$ cat config.mk
export PLATFORM = sky130hd
export DESIGN_NAME = sector_seq
export DESIGN_NICKNAME = d
export VERILOG_FILES = /design/src/rtl/sector_seq_pkg.sv /design/src/rtl/seq_chs_step.sv /design/src/rtl/seq_result_port.sv /design/src/rtl/sector_seq.sv
export SDC_FILE = /design/constraint.sdc
export NUM_CORES = 1
export LEC_CHECK = 0
export ABC_AREA = 0
export BUFFER_PORTS_ARGS = -buffer_cell sky130_fd_sc_hd__buf_2
export CAP_MARGIN = 10
export CORE_UTILIZATION = 42
export CTS_BUF_LIST = sky130_fd_sc_hd__clkbuf_4
export DETAILED_ROUTE_END_ITERATION = 8
export PLACE_DENSITY = 0.66
export SLEW_MARGIN = 20
export SYNTH_ARGS = -nofsm -noshare
export SYNTH_HDL_FRONTEND = slang
export SYNTH_SLANG_ARGS = --single-unit
$ cat constraint.sdc
create_clock -name clk -period 2.5 [get_ports clk]
set_input_delay 0.125 -clock clk [delete_from_list [all_inputs] [get_ports clk]]
set_output_delay 0.125 -clock clk [all_outputs]
set_load 0.005 [all_outputs]
$ cat src/rtl/sector_seq_pkg.sv
package sector_seq_pkg;
  typedef enum logic [1:0] {SQ_IDLE, SQ_XFER, SQ_FIN, SQ_RES} sq_state_t;

  localparam int         RES_LEN    = 7;
  localparam logic [7:0] SIZE_CODE  = 8'h02;
  localparam int         EOT_BIT    = 7;
  localparam logic [1:0] TERM_OK    = 2'b00;
  localparam logic [1:0] TERM_ABORT = 2'b01;

  // read/write data commands that take the extra step at end of track
  function automatic logic is_xfer_op(input logic [7:0] op);
    case (op)
      8'h46, 8'h66, 8'hC6, 8'hE6, 8'h45, 8'hC5: return 1'b1;
      default: return 1'b0;
    endcase
  endfunction

  function automatic logic [7:0] make_st0(input logic [1:0] code, input logic hd,
                                          input logic [1:0] drv);
    return {code, 3'b000, hd, drv};
  endfunction
endpackage

$ cat src/rtl/seq_chs_step.sv
module seq_chs_step #(
  parameter int CYL_W = 8,
  parameter int SEC_W = 8
) (
  input  logic [CYL_W-1:0] cyl,
  input  logic             head,
  input  logic [SEC_W-1:0] sec,
  input  logic             mt,
  input  logic [SEC_W-1:0] spt,
  input  logic [CYL_W-1:0] max_cyl,
  output logic [CYL_W-1:0] n_cyl,
  output logic             n_head,
  output logic [SEC_W-1:0] n_sec,
  output logic             n_eot
);
  function automatic logic past_end(input logic [SEC_W-1:0] s, input logic [SEC_W-1:0] lim);
    return s >= lim;
  endfunction

  function automatic logic [CYL_W-1:0] clamp_inc(input logic [CYL_W-1:0] c,
                                                 input logic [CYL_W-1:0] lim);
    return (c >= lim) ? lim : c + 1'b1;
  endfunction

  logic wrap;
  logic side_flip;

  always_comb begin
    wrap      = past_end(sec, spt);
    side_flip = wrap && mt && !head;
    n_sec     = wrap ? SEC_W'(1) : sec + 1'b1;
    n_head    = wrap ? side_flip : head;
    n_cyl     = (wrap && !side_flip) ? clamp_inc(cyl, max_cyl) : cyl;
    n_eot     = (mt == n_head) && (n_sec == spt);
  end
endmodule

$ cat src/rtl/seq_result_port.sv
module seq_result_port #(
  parameter int RES_LEN = 7
) (
  input  logic                    clk,
  input  logic                    rst_n,
  input  logic                    start,
  input  logic                    open,
  input  logic                    data_rd,
  input  logic [RES_LEN-1:0][7:0] bytes_in,
  output logic [7:0]              res_data,
  output logic                    last_pop
);
  localparam int IDX_W = (RES_LEN > 1) ? $clog2(RES_LEN) : 1;
  localparam logic [IDX_W-1:0] LAST = IDX_W'(RES_LEN - 1);

  logic [IDX_W-1:0] idx;

  always_ff @(posedge clk) begin
    if (!rst_n) idx <= '0;
    else if (start) idx <= '0;
    else if (open && data_rd && idx != LAST) idx <= idx + 1'b1;
  end

  always_comb begin
    res_data = 8'h00;
    for (int i = 0; i < RES_LEN; i++)
      if (open && idx == IDX_W'(i)) res_data = bytes_in[i];
    last_pop = open && data_rd && (idx == LAST);
  end
endmodule

$ cat src/rtl/sector_seq.sv
module sector_seq
  import sector_seq_pkg::*;
#(
  parameter int CYL_W = 8,
  parameter int SEC_W = 8
) (
  input  logic             clk,
  input  logic             rst_n,
  input  logic             cmd_load,
  input  logic [7:0]       cmd_op,
  input  logic [1:0]       drv_sel,
  input  logic             mt_en,
  input  logic [SEC_W-1:0] spt,
  input  logic [CYL_W-1:0] max_cyl,
  input  logic [CYL_W-1:0] start_cyl,
  input  logic             start_head,
  input  logic [SEC_W-1:0] start_sec,
  input  logic             sector_done,
  input  logic             term_count,
  input  logic             data_rd,
  output logic [7:0]       st0,
  output logic [7:0]       st1,
  output logic [7:0]       st2,
  output logic [CYL_W-1:0] cyl_o,
  output logic             head_o,
  output logic [SEC_W-1:0] sec_o,
  output logic             dma_drop,
  output logic             res_start,
  output logic             irq,
  output logic             mrq,
  output logic             dio,
  output logic [7:0]       res_data
);
  sq_state_t        state;
  logic [7:0]       op_q;
  logic [1:0]       drv_q;
  logic             mt_q;
  logic [SEC_W-1:0] spt_q;
  logic [CYL_W-1:0] max_cyl_q;
  logic [CYL_W-1:0] cyl_q;
  logic             head_q;
  logic [SEC_W-1:0] sec_q;

  logic [CYL_W-1:0] n_cyl;
  logic             n_head;
  logic [SEC_W-1:0] n_sec;
  logic             n_eot;

  // named events for the checker
  logic ev_abort;
  logic ev_step;
  logic ev_extra;
  logic ev_last;
  logic [RES_LEN-1:0][7:0] res_bytes;

  seq_chs_step #(.CYL_W(CYL_W), .SEC_W(SEC_W)) u_step (
    .cyl(cyl_q), .head(head_q), .sec(sec_q), .mt(mt_q), .spt(spt_q),
    .max_cyl(max_cyl_q), .n_cyl(n_cyl), .n_head(n_head), .n_sec(n_sec), .n_eot(n_eot)
  );

  always_comb begin
    ev_abort  = (state == SQ_XFER) && sector_done && st1[EOT_BIT];
    ev_step   = (state == SQ_XFER) && sector_done && !st1[EOT_BIT];
    ev_extra  = (state == SQ_FIN) && is_xfer_op(op_q) && (st0[7:6] == TERM_OK) && st1[EOT_BIT];
    res_bytes = {SIZE_CODE, 8'(sec_q), {7'd0, head_q}, 8'(cyl_q), st2, st1, st0};
    mrq       = (state == SQ_IDLE) || (state == SQ_RES);
    dio       = (state == SQ_RES);
  end

  seq_result_port #(.RES_LEN(RES_LEN)) u_res (
    .clk(clk), .rst_n(rst_n), .start(state == SQ_FIN), .open(state == SQ_RES),
    .data_rd(data_rd), .bytes_in(res_bytes), .res_data(res_data), .last_pop(ev_last)
  );

  always_ff @(posedge clk) begin
    if (!rst_n) begin
      state     <= SQ_IDLE;
      op_q      <= '0;
      drv_q     <= '0;
      mt_q      <= 1'b0;
      spt_q     <= '0;
      max_cyl_q <= '0;
      cyl_q     <= '0;
      head_q    <= 1'b0;
      sec_q     <= '0;
      st0       <= '0;
      st1       <= '0;
      st2       <= '0;
      dma_drop  <= 1'b0;
      res_start <= 1'b0;
      irq       <= 1'b0;
    end else begin
      dma_drop  <= 1'b0;
      res_start <= 1'b0;
      case (state)
        SQ_IDLE: if (cmd_load) begin
          op_q      <= cmd_op;
          drv_q     <= drv_sel;
          mt_q      <= mt_en;
          spt_q     <= spt;
          max_cyl_q <= max_cyl;
          cyl_q     <= start_cyl;
          head_q    <= start_head;
          sec_q     <= start_sec;
          st1       <= '0;
          st2       <= '0;
          state     <= SQ_XFER;
        end
        SQ_XFER: begin
          if (ev_abort) begin
            st0      <= make_st0(TERM_ABORT, head_q, drv_q);
            dma_drop <= 1'b1;
            state    <= SQ_FIN;
          end else if (ev_step) begin
            cyl_q  <= n_cyl;
            head_q <= n_head;
            sec_q  <= n_sec;
            if (n_eot) st1[EOT_BIT] <= 1'b1;
            if (term_count) begin
              st0      <= make_st0(TERM_OK, n_head, drv_q);
              st2      <= '0;
              dma_drop <= 1'b1;
              state    <= SQ_FIN;
            end
          end
        end
        SQ_FIN: begin
          if (ev_extra) begin
            st1[EOT_BIT] <= 1'b0;
            cyl_q        <= n_cyl;
            head_q       <= n_head;
            sec_q        <= n_sec;
            st0[2]       <= n_head;
          end
          res_start <= 1'b1;
          irq       <= 1'b1;
          state     <= SQ_RES;
        end
        SQ_RES: begin
          if (data_rd) irq <= 1'b0;
          if (ev_last) begin
            st1   <= '0;
            st2   <= '0;
            state <= SQ_IDLE;
          end
        end
        default: state <= SQ_IDLE;
      endcase
    end
  end

  assign cyl_o  = cyl_q;
  assign head_o = head_q;
  assign sec_o  = sec_q;
endmodule

# After elaboration in Yosys (flattened, before gate mapping)
# Index checks and enable logic that the tools add are counted.
# word_totals
register_bits,76
word_cells,153
# classes
addsub,3
magnitude_cmp,2
eq_ne,28
muxes,55
n_bitwise,1
reduce_logical,46
# op_table
cell,n
two-way mux 8 bit,26
case mux 8 bit (3 select lines),3
== test 8 x 7 -> 1 bit (second input constant),3
== test 8 bit (second input constant),3
logical AND 1 bit,20
adder 8 x 1 -> 8 bit (second input constant),2
greater-or-equal comparator 8 bit,2
!= test 2 bit (second input constant),8
two-way mux 1 bit,15
case mux 7 bit (2 select lines),1
AND reduction 6 bit,2
two-way mux 2 bit,5
nonzero test 2 bit,5
== test 3 bit (second input constant),3
!= test 3 bit (second input constant),3
== test 8 bit,1
case mux 2 bit (4 select lines),1
AND reduction 4 bit,2
== test 3 x 2 -> 1 bit (second input constant),2
AND reduction 2 bit,3
AND reduction 3 bit,2
nonzero test 3 bit,2
OR reduction 6 bit,1
AND reduction 5 bit,1
other kinds (14),19

# Longest topological paths before layout
# logic_depth
word_depth,10
depth_mapped,10
ltp_nobuf,9

# Modules after synthesis
# A second synthesis with hierarchy kept.
# unflattened
hier_cells,585
hier_area_um2,4620.7
# by_module_without_submodules
mod,n_inst,cells_per_inst,area_per_inst_um2,seq_area_each_um2
sector_seq,1,292,2487.4,1061.0
seq_chs_step,1,177,1219.9,0.0
seq_result_port,1,116,913.4,60.1

# Worst setup path before layout
# OpenSTA, ideal clock, no wires.
# synth_path
path_type,flip-flop to flip-flop
start,reg sec_q[0] (netlist: sec_o[0])
end,reg st1[7]
setup_time_ps,87
arrival_ps,2182
t_required_ps,2413
slack_ps,231
stages_incl_launch_ff,11
n_path_buf,1
path_cell_list,dfxtp_1 > inv_1 > ha_1 > nand2b_4 > a2111oi_4 > o31a_2 > buf_6 > nand2_1 > o31ai_1 > a211oi_1 > o31ai_1
# synth_between
elab_chain_cells,8
# synth_lines
element,line_no,rtl
from (decl),sector_seq.sv:42,logic [SEC_W-1:0] sec_q;
from (signal assigned),sector_seq.sv:104,sec_q <= start_sec;
from (signal assigned),sector_seq.sv:117,sec_q <= n_sec;
from (signal assigned),sector_seq.sv:132,sec_q <= n_sec;
branches (longest 5 deep; another with adder 8 x 1 -> 8 bit),-,
logical AND 1 bit *,seq_chs_step.sv:34,n_eot = (mt == n_head) && (n_sec == spt);
!= test 2 bit (no line) *,-,
AND reduction 6 bit (no line) *,-,
to (signal assigned),sector_seq.sv:87,st1 <= '0;
to (signal assigned),sector_seq.sv:105,st1 <= '0;
"to (signal, indexed assignment)",sector_seq.sv:118,if (n_eot) st1[EOT_BIT] <= 1'b1;
to (decl),sector_seq.sv:22,"output logic [7:0] st1,"
# Mark *: on every way between the ends.
# A chain may end at the register's enable or synchronous reset.

# Final worst setup path
# layout_path
start,reg u_res.idx[0]
end,out res_data[0]
# layout_between
elab_chain_cells,9
# layout_lines
element,line_no,rtl
from (decl),seq_result_port.sv:16,logic [IDX_W-1:0] idx;
from (signal assigned),seq_result_port.sv:21,else if (open && data_rd && idx != LAST) idx <= idx + 1'b1;
logical NOT 3 bit,seq_result_port.sv:27,if (open && idx == IDX_W'(i)) res_data = bytes_in[i];
logical AND 1 bit,seq_result_port.sv:27,
two-way mux 8 bit (6 in a row),seq_result_port.sv:27,
two-way mux 8 bit *,seq_result_port.sv:27,
to (decl),sector_seq.sv:32,output logic [7:0] res_data
# Mark *: on every way between the ends. The rest lies on a longest branch, timed or not.

==> metrics <==
status completed; Vias 3794; Crit Path Max Fanout 7; Vias/cell 5.30; detailed router's first-iteration violation count 199; Sw Pwr 2.24 mW; cell type with the highest aggregate area in the netlist dfxtp_1; critical path's top delay family simple AND/OR/NAND/NOR gates; Root Buffer clkbuf_4; Clk Latency, worst-skew pair 0.38 ns; Max-cap violations 0; Total Routing Usage GR 0.216; routability congestion estimate 0.876; Clock Sink Count 56; CP required 2.38 ns; clock share of power 0.084; # diodes 0; met2 Use GR 0.366; Worst Setup Start Kind flop; crit path kind flop to output port; number of global-route vias before repair 3477; Final Max Slew Viols 0; Fmax 0.417 GHz; DRC Markers 0; switch share 0.476; most area-consuming cells after synthesis dfxtp_1 (29%), ha_1 (9.2%), nand2_1 (7.9%), a21oi_1 (6.7%), buf_4 (3.9%); largest family of logic cells by synthesized area simple AND/OR/NAND/NOR gates; Reg clk slew, reported paths 0.16 ns; Min Hold Slack 0.00463 ns; Synth Area in Simple Gates 0.226; synth warn 0; Detailed Route WL 10300 um; core region area 8720 um2; Worst IR Drop VDD 0.446 mV; Post-Synthesis Cell Area 3800 um2; TritonCTS clock tree built; Final TNS setup 0 ns; Synth Register Bits 56; largest net degree at the start of global routing 25; Pwr per Cell Area 1010 nW/um2; router iterations before antenna repair 5; Avg WL per Cell 14.4 um; post-synth top area share 0.295; Final Critical Period 2.40 ns; Fin. Hold Viols 0; initial core utilization 0.436; Top FF cell, synth dfxtp_1; cts bufs inserted 5; Final period util 0.959; area grow syn2layout 22.9%; Reg power frac 0.277; H-tree Lvls 2; fraction of the yosys area taken by sequential cells 0.295; Fill cells 857; Port Buffers 83; Antenna Nets Post-Route 0; mux cell area share after synthesis 0.0267; die height 97.1 um; crit path cell chain ha_1 > ha_2 > nand4bb_1 > nor3_2 > a32oi_1 > a211oi_1 > a21oi_1 > nor2_1 > buf_2; Most Crowded Layer GR met2; Slew @ Worst Pin 0.608 ns; post-synthesis compound-gate area fraction 0.219; Post-synth EDFFs 0; CP endpoint kind output port; XOR/XNOR share of the synthesized area 0.0369; final setup violating endpoints 0; initial antenna violation count 0; dpl hpwl 7850 um; CP max stage delay 0.36 ns; Mapped Cells 496; clock buffer depth 2; RSZ-0062 raised after global routing yes; area share of fa/ha/maj cells after synthesis 0.0922; FFs w/ async S/R, synth 0; grt met1 use 0.284; share of layout cells above drive strength 1 0.217; die area 9440 um2; global-route wire length before repair 16700 um; Yosys cell types 59; I/O pin cnt 104; Syn Area/Cell 7.66 um2; Data arrival, critical path 2.27 ns; area of the multi-input gates 2390 um2; Pleak 2.09 nW; Nets 685; Gate power share 0.638; met3 Track Usage GR 0.0360; Setup Skew 0.00807 ns; max_slew headroom 0.592; Die W 97.1 um; Pint 2.47 mW; slowest stage cell on the critical path dfxtp_1; worst path bufs/invs 1; register area 1120 um2; FP Rows 34; grt total ovfl 0; HP Class input port to flop
cells in the mapped netlist, types with 4 or more instances:
cell,instances
nor3_1,4
nand2b_1,5
o221ai_1,5
clkbuf_1,19
dfxtp_1,56
ha_1,28
xnor2_1,13
o31ai_1,5
nand2_1,80
a21oi_1,51
and3_1,8
buf_4,20
nand3_1,18
nand3b_1,4
nor3b_1,4
nand4_1,4
nor2b_1,8
a211oi_1,6
mux2i_1,9
a31oi_1,6
o21ai_0,18
inv_1,28
o211ai_1,4
nor2_1,31
a22oi_1,7
cell families (layout without fill, tap and decap cells):
kind of cell    count (synthesis)  after routing
buf+inv                        77            171
fa+ha+maj                      28             28
compound gates                128            128
simple gates                  180            180
xor+xnor                       16             16
flops                          56             56
mux                            10             10
other cells                     1             19
final cells by class:
type	count	area share
timing repair buffer	133	0.184
clock inverter	3	0.00375
multi-input combinational	381	0.511
tap	108	0.0289
sequential	56	0.240
inverter	30	0.0241
clock buffer	5	0.00803
cells in the final DEF, fill, tap and decap left out, types with 4 or more instances in the layout:
| cell type | synthesis | layout |
|---|---|---|
| buf_2 | 3 | 83 |
| nand2_1 | 80 | 79 |
| dfxtp_1 | 56 | 55 |
| a21oi_1 | 51 | 51 |
| nor2_1 | 31 | 31 |
| inv_1 | 28 | 28 |
| dlygate4sd3_1 | 0 | 28 |
| ha_1 | 28 | 25 |
| buf_4 | 20 | 22 |
| conb_1 | 1 | 19 |
| nand3_1 | 18 | 18 |
| o21ai_0 | 18 | 18 |
| xnor2_1 | 13 | 13 |
| mux2i_1 | 9 | 9 |
| a22oi_1 | 7 | 7 |
| nor2b_1 | 8 | 7 |
| and3_1 | 8 | 6 |
| a211oi_1 | 6 | 6 |
| a31oi_1 | 6 | 6 |
| nand2b_1 | 5 | 5 |
| o221ai_1 | 5 | 5 |
| o31ai_1 | 5 | 5 |
| clkbuf_4 | 0 | 5 |
| nand4_1 | 4 | 4 |
| nor3b_1 | 4 | 4 |
| o211ai_1 | 4 | 4 |
| nand3b_1 | 4 | 4 |
flip-flops by register name (all words and copies together), names as in the netlist:
name / cells
cyl_o: 8
dma_drop: 1
drv_q: 2
head_o: 1
irq: 1
max_cyl_q: 8
mt_q: 1
op_q: 7
res_start: 1
sec_o: 8
spt_q: 8
st0: 4
st1: 1
state: 2
u_res.idx: 3
worst min-delay path, stage by stage:
cell and delay [ns]:
buf_2 0.10, nand2_1 0.05, a31oi_1 0.08
power groups by stage:
stage	registers, mW	logic (mW)	clock network, mW
floorplan	1.33	2.15	0
global placement	1.32	2.85	0
detailed placement	1.32	2.91	0
CTS	1.30	2.95	0.406
global route	1.34	3.33	0.451
finish	1.31	3.00	0.396
through the flow:
stage	setup slack, ns	area, um2	util	instances	total power, mW
after floorplan	0.231	3870	-	514	3.48
after global placement	0.157	4310	0.494	680	4.17
after detailed placement	0.0786	4310	0.494	680	4.23
after CTS	0.00169	4630	0.531	715	4.66
after global routing	-0.0388	4670	0.536	716	5.12
final	0.103	4670	0.536	716	4.71
metal layers:
metal  vias up  share of wire
li1       1914              -
met1      1748           0.45
met2       115           0.47
met3        17          0.056
met4         0          0.018
met5         -              0
worst paths after layout:
kind                              startpoint      endpoint  slack [ns]  depth (start not counted)
worst min-delay path            start_cyl[5]      cyl_o[5]       0.005                          3
worst max register to register      sec_o[0]        st1[7]        0.19                          9
worst max-delay path            u_res.idx[0]   res_data[0]        0.10                          9
worst min register to register  max_cyl_q[5]  max_cyl_q[5]        0.47                          2
what timing repair did:
item / in CTS / in global routing
endpoints found under the setup margin: 0 / 24
setup buffers: 0 / 0
endpoints found under the hold margin: 27 / 1
gates resized for setup: 0 / 11
hold buffers: 27 / 1
No activity file was read; power rests on OpenSTA's default activity.
